[src/rtl/irqc_pkg.sv]
`timescale 1ns/1ps
package irqc_pkg;
  localparam int NUM_VEC = 5;
  localparam int IDX_W   = $clog2(NUM_VEC);
  localparam int CLR_W   = NUM_VEC - 1;

  typedef struct packed {
    logic             capture;
    logic             grant;
    logic             grantHigh;
    logic [IDX_W-1:0] grantIdx;
  } irqStrobes_t;
endpackage

[src/rtl/irqc_datapath.sv]
`timescale 1ns/1ps
module irqc_datapath
  import irqc_pkg::*;
#(
  parameter int ADDR_W     = 16,
  parameter int VEC_BASE   = 3,
  parameter int VEC_STRIDE = 8,
  parameter logic [7:0] IE_ADDR = 8'hA8,
  parameter logic [7:0] IP_ADDR = 8'hB8
) (
  input  logic               clk,
  input  logic               rstN,
  input  logic [NUM_VEC-1:0] reqRaw,
  input  logic [7:0]         sfrAddr,
  input  logic               sfrWrEn,
  input  logic [7:0]         sfrWrData,
  output logic [7:0]         sfrRdData,
  input  logic               retiStb,
  input  irqStrobes_t        strobes,
  output logic [NUM_VEC-1:0] highCand,
  output logic [NUM_VEC-1:0] lowCand,
  output logic [1:0]         actLevel,
  output logic               globalEn,
  output logic               takeIrq,
  output logic [ADDR_W-1:0]  vecAddr,
  output logic [CLR_W-1:0]   clrFlags
);
  localparam int PAD_IE = 7 - NUM_VEC;
  localparam int PAD_IP = 8 - NUM_VEC;

  logic [NUM_VEC-1:0] srcEn;
  logic [NUM_VEC-1:0] srcPrio;
  logic [NUM_VEC-1:0] reqSnap;
  logic [NUM_VEC-1:0] eligible;
  logic [1:0]         levelNext;

  // Register file written through the SFR port
  always_ff @(posedge clk or negedge rstN) begin
    if (!rstN) begin
      globalEn <= 1'b0;
      srcEn    <= '0;
      srcPrio  <= '0;
    end else if (sfrWrEn) begin
      if (sfrAddr == IE_ADDR) begin
        globalEn <= sfrWrData[7];
        srcEn    <= sfrWrData[NUM_VEC-1:0];
      end
      if (sfrAddr == IP_ADDR) srcPrio <= sfrWrData[NUM_VEC-1:0];
    end
  end

  always_comb begin
    sfrRdData = 8'h00;
    if (sfrAddr == IE_ADDR) sfrRdData = {globalEn, {PAD_IE{1'b0}}, srcEn};
    else if (sfrAddr == IP_ADDR) sfrRdData = {{PAD_IP{1'b0}}, srcPrio};
  end

  // Request snapshot taken at the sample point
  always_ff @(posedge clk or negedge rstN) begin
    if (!rstN) reqSnap <= '0;
    else if (strobes.capture) reqSnap <= reqRaw;
  end

  assign eligible = reqSnap & srcEn & {NUM_VEC{globalEn}};
  assign highCand = eligible & srcPrio;
  assign lowCand  = eligible & ~srcPrio;

  // Active level tracking: return releases the innermost level first
  always_comb begin
    levelNext = actLevel;
    if (retiStb) begin
      if (levelNext[1]) levelNext[1] = 1'b0;
      else              levelNext[0] = 1'b0;
    end
    if (strobes.grant) begin
      if (strobes.grantHigh) levelNext[1] = 1'b1;
      else                   levelNext[0] = 1'b1;
    end
  end

  always_ff @(posedge clk or negedge rstN) begin
    if (!rstN) begin
      actLevel <= 2'b00;
      takeIrq  <= 1'b0;
      vecAddr  <= '0;
    end else begin
      actLevel <= levelNext;
      takeIrq  <= strobes.grant;
      if (strobes.grant)
        vecAddr <= ADDR_W'(VEC_BASE) + ADDR_W'(strobes.grantIdx) * ADDR_W'(VEC_STRIDE);
    end
  end

  // Hardware-cleared flags: every source except the last (serial)
  for (genvar i = 0; i < CLR_W; i++) begin : g_clr
    always_ff @(posedge clk or negedge rstN) begin
      if (!rstN) clrFlags[i] <= 1'b0;
      else       clrFlags[i] <= strobes.grant && (strobes.grantIdx == IDX_W'(i));
    end
  end
endmodule

[src/rtl/irqc_control.sv]
`timescale 1ns/1ps
module irqc_control
  import irqc_pkg::*;
(
  input  logic               clk,
  input  logic               rstN,
  input  logic               sampleStb,
  input  logic [NUM_VEC-1:0] highCand,
  input  logic [NUM_VEC-1:0] lowCand,
  input  logic [1:0]         actLevel,
  output irqStrobes_t        strobes
);
  logic pollPend;

  function automatic logic [IDX_W-1:0] firstSet(input logic [NUM_VEC-1:0] v);
    logic [IDX_W-1:0] r;
    r = '0;
    for (int i = NUM_VEC - 1; i >= 0; i--) if (v[i]) r = IDX_W'(i);
    return r;
  endfunction

  // Decision happens in the cycle after the sample edge
  always_ff @(posedge clk or negedge rstN) begin
    if (!rstN) pollPend <= 1'b0;
    else       pollPend <= sampleStb;
  end

  always_comb begin
    strobes = '0;
    strobes.capture = sampleStb;
    if (pollPend && !actLevel[1]) begin
      if (|highCand) begin
        strobes.grant     = 1'b1;
        strobes.grantHigh = 1'b1;
        strobes.grantIdx  = firstSet(highCand);
      end else if (|lowCand && !actLevel[0]) begin
        strobes.grant     = 1'b1;
        strobes.grantIdx  = firstSet(lowCand);
      end
    end
  end
endmodule

[src/rtl/irq_two_level.sv]
`timescale 1ns/1ps
module irq_two_level
  import irqc_pkg::*;
#(
  parameter int ADDR_W     = 16,
  parameter int VEC_BASE   = 3,
  parameter int VEC_STRIDE = 8,
  parameter logic [7:0] IE_ADDR = 8'hA8,
  parameter logic [7:0] IP_ADDR = 8'hB8
) (
  input  logic              clk,
  input  logic              rstN,
  input  logic              sampleStb,
  input  logic              ext0Req,
  input  logic              tmr0Req,
  input  logic              ext1Req,
  input  logic              tmr1Req,
  input  logic              serRxReq,
  input  logic              serTxReq,
  input  logic              retiStb,
  input  logic [7:0]        sfrAddr,
  input  logic              sfrWrEn,
  input  logic [7:0]        sfrWrData,
  output logic [7:0]        sfrRdData,
  output logic              takeIrq,
  output logic [ADDR_W-1:0] vecAddr,
  output logic [CLR_W-1:0]  clrFlags,
  output logic [1:0]        actLevel
);
  logic [NUM_VEC-1:0] reqRaw;
  logic [NUM_VEC-1:0] highCand;
  logic [NUM_VEC-1:0] lowCand;
  logic               globalEn;
  irqStrobes_t        strobes;

  assign reqRaw = {serRxReq | serTxReq, tmr1Req, ext1Req, tmr0Req, ext0Req};

  irqc_control i_control (
    .clk(clk), .rstN(rstN), .sampleStb(sampleStb),
    .highCand(highCand), .lowCand(lowCand), .actLevel(actLevel),
    .strobes(strobes)
  );

  irqc_datapath #(
    .ADDR_W(ADDR_W), .VEC_BASE(VEC_BASE), .VEC_STRIDE(VEC_STRIDE),
    .IE_ADDR(IE_ADDR), .IP_ADDR(IP_ADDR)
  ) i_datapath (
    .clk(clk), .rstN(rstN), .reqRaw(reqRaw),
    .sfrAddr(sfrAddr), .sfrWrEn(sfrWrEn), .sfrWrData(sfrWrData), .sfrRdData(sfrRdData),
    .retiStb(retiStb), .strobes(strobes),
    .highCand(highCand), .lowCand(lowCand), .actLevel(actLevel), .globalEn(globalEn),
    .takeIrq(takeIrq), .vecAddr(vecAddr), .clrFlags(clrFlags)
  );
endmodule

[config.mk]
export PLATFORM = sky130hd
export DESIGN_NAME = irq_two_level
export DESIGN_NICKNAME = d
export VERILOG_FILES = /design/src/rtl/irqc_pkg.sv /design/src/rtl/irqc_datapath.sv /design/src/rtl/irqc_control.sv /design/src/rtl/irq_two_level.sv
export SDC_FILE = /design/constraint.sdc
export NUM_CORES = 1
export LEC_CHECK = 0
export BUFFER_PORTS_ARGS = -buffer_cell sky130_fd_sc_hd__buf_2
export CAP_MARGIN = 20
export CORE_MARGIN = 2
export CORE_UTILIZATION = 45
export DETAILED_ROUTE_END_ITERATION = 8
export PLACE_DENSITY = 0.75
export SLEW_MARGIN = 15
export SYNTH_ARGS = -nofsm -noshare
export SYNTH_HDL_FRONTEND = slang
export SYNTH_SLANG_ARGS = --single-unit
[constraint.sdc]
create_clock -name clk -period 2.9 [get_ports clk]
set_input_delay 0.145 -clock clk [delete_from_list [all_inputs] [get_ports clk]]
set_output_delay 0.145 -clock clk [all_outputs]
set_load 0.005 [all_outputs]
==> summary.md <==
| Metric | Value |
|---|---|
| Final Cycle Share | between 60% and 70% |
| Post-synth EDFFs | 0 |
| Slew Limit Fails | 0 |
| HP Class | input port to flop |
| Worst Path Arrival | around 2.1 ns |
| Setup ws final | ~1.1 ns |
| Worst skew pair latency | 0.32 ns |
| Minimum clock period | about 1.8 ns |
| Crit end category | flop |
| Vias in the first global route | about 980 |
| CP max-delay cell | dfrtp_1 |
| Vias | around 1,100 |
| Worst-Margin Slew | 0.613 ns |
| Drt total wl | 2.82 mm |
| Crit-path max cell delay | roughly 0.53 ns |
| Met2 Use GR | 29.7% |
| Die area | ~3600 sq um |
| CP Max Fanout | 13 |
| Core ar. | just over 3000 sq um |
| Top-count cell post-synth | dfrtp_1 |
| VDD IR max | around 190 uV |
| Max-Slew Margin vs Limit | between 50% and 60% |
| Ys async rst share | 100% |
| Share of cells above drive strength 1 | 41.0% |
| Final Setup Violations | 0 |
| Die H | about 60 um |
| Post-synth top area share | about half |
| H-tree levels | 1 |
| Synthesized area | ~1400 sq um |
| Remaining Overflow, GRT | 0 |
| Leak pwr | slightly below 0.0009 uW |
| Routability Congestion | roughly 0.85 |
| Starting Density | between 40% and 50% |
| Io pins | 58 |
| Syn_area_per_cell | around 12 sq um |
| Data required, critical path | roughly 3.2 ns |
| Count of input and output buffers | 42 |
| P&R area growth vs syn | 15.8% |
| DP Cell Count | around 210 |
| Ranking of synthesized cells by area | dfrtp_1, mux2_2, buf_4 |
| Fmax | between 0.5 and 0.6 GHz |
| Hpwl dp | roughly 2.2 mm |
| RSZ-0062 raised after global routing | false |
| Top FF cell, synth | dfrtp_1 |
| CP Launch Type | flop |
| WL per Instance | 13.4 um |
| N_diodes | 0 |
| Met1 Track Usage GR | 19.2% |
| Power Density | 388 nW/um^2 |
| Overall routing resource usage | ~16% |
| Final instance area | approximately 1700 sq um |
| Synth area leader | dfrtp_1 |
| Fin Hold WS | 0.0180 ns |
| Clk_skew | 0.00507 ns |
| Longest Clk Path Bufs | 2 |
| DRC violations left | 0 |
| #FFs+latches synth | 28 |
| Worst-path clk slew | between 0.1 and 0.15 ns |
| Placed instance area | approximately 1600 sq um |
| Met3 Usage GRT | ~2.4% |
| First-pass GRT wire length | between 4 and 5 mm |
| CTS root buffer | clkbuf_4 |
| DRT Pass-1 Iters | 5 |
| Antenna Nets Post-Route | 0 |
| Non-filler cells, final | 210 |
| Num rows | 20 |
| Die width | about 60 um |
| Initial DRC Count | 29 |
| Top cells by count, synth | dfrtp_1, mux2_2, buf_4 |
| Seq/Total Area, Yosys | 49.1% |
| Top Usage Layer GRT | met2 |
| Initial antenna violation count | 0 |
| Largest net degree at the start of global routing | 29 |
| Net count, final | about 200 |
| Synth Warn # | 0 |
| Max_cap viols | 0 |
| Critical path, cell by cell | and4b_1 -> nor3_1 -> a31oi_1 -> or2_2 -> and2b_1 |
| TritonCTS Buffers | 3 |
| Mapped Cells | between 100 and 150 |
| Distinct cells, synth | 35 |
| Pre-CTS WS | 1.03 ns |
| Vias/cell | 5.10 |
| Run status | complete, no violations |
| TritonCTS clock tree | done |
| CTS Sinks | 28 |
| Crit Path Class | flop to flop |
| Final hold violations | 0 |
| Total negative slack | 0 ns |
## metrics by stage
step / total power [uW] / utilization (%)
2_1_floorplan: 471 / -
3_3_place_gp: 489 / 53.2
3_5_place_dp: 494 / 53.2
4_1_cts: 648 / 54.3
5_1_grt: 676 / 54.6
6_report: 642 / 54.6
## critical path, delay by kind of cell (launching register included)
kind / cells / cell delay, ns
compound gates: 1 / 0.18
flops: 1 / 0.53
simple gates: 4 / 1.05
## cells in the final DEF, fill, tap and decap left out, types with 2 or more instances in the layout
cell,n
a22o_1,6
nand3_1,2
o2bb2ai_1,2
nand2b_1,2
conb_1,13
nor2_1,5
nor2_2,2
inv_1,3
buf_2,42
nand2_1,5
dfrtp_1,28
and4b_1,4
mux2_2,15
clkbuf_4,3
nor2b_1,2
a21oi_1,4
dlygate4sd3_1,2
and2_1,2
o22ai_1,2
nand4_1,5
nand4b_1,2
## worst paths after layout
check	start	endpoint	slack, ns	cells past startpoint
setup reg to reg	i_datapath.globalEn$_DFFE_PN0P_	i_datapath.clrFlags[3]$_DFF_PN0_	1.09	5
max in group asynchronous	rstN	i_datapath.vecAddr[3]$_DFFE_PN0P_	2.14	2
min in group asynchronous	rstN	i_datapath.globalEn$_DFFE_PN0P_	0.36	2
setup / recovery	i_datapath.globalEn$_DFFE_PN0P_	i_datapath.clrFlags[3]$_DFF_PN0_	1.09	5
hold reg to reg	i_datapath.vecAddr[3]$_DFFE_PN0P_	i_datapath.vecAddr[3]$_DFFE_PN0P_	0.49	1
hold / removal	retiStb	i_datapath.actLevel[1]$_DFF_PN0_	0.02	2
## state kept, by name, indices dropped and copies added, names as in the netlist
| register | cells |
|---|---|
| i_datapath.srcEn | 5 |
| i_datapath.vecAddr | 4 |
| i_datapath.clrFlags | 4 |
| i_datapath.takeIrq | 1 |
| i_datapath.globalEn | 1 |
| i_control.pollPend | 1 |
| i_datapath.actLevel | 2 |
| i_datapath.srcPrio | 5 |
| i_datapath.reqSnap | 5 |
## repair_timing
action,in CTS,in global routing
gates resized for setup,0,0
endpoints found under the hold margin,28,1
buffers inserted,0,0
hold buffers,1,1
## cell type report
class / instances / area (sq um)
Multi-Input combinational cell: 88 / 633
Timing Repair Buffer: 44 / 230
Inverter: 3 / 11.3
Tap cell: 44 / 55.1
Clock buffer: 3 / 22.5
Sequential cell: 28 / 701
Fill cell: 283 / 1380
## cells by family after synthesis
family	after synthesis	synth area share [%]
flip-flops	28	49.1
multiplexers	15	11.8
AND/OR/NAND/NOR	39	17.3
buffers and inverters	19	9.73
AO/OA/AOI/OAI	21	11.8
other	1	0.263
## power by group
group          switching [uW]  total (uW)  internal, uW
Sequential               19.2         427           408
Clock                     104         153          48.8
Combinational            29.2        61.4          32.2
## routing by layer
metal | vias to the layer above | part of all wire, %
li1 | 508 | -
met2 | 39 | 52
met3 | 6 | 4.9
met5 | - | 0
met4 | 0 | 1.3
met1 | 519 | 42
Power figures use the tool's default switching activity.
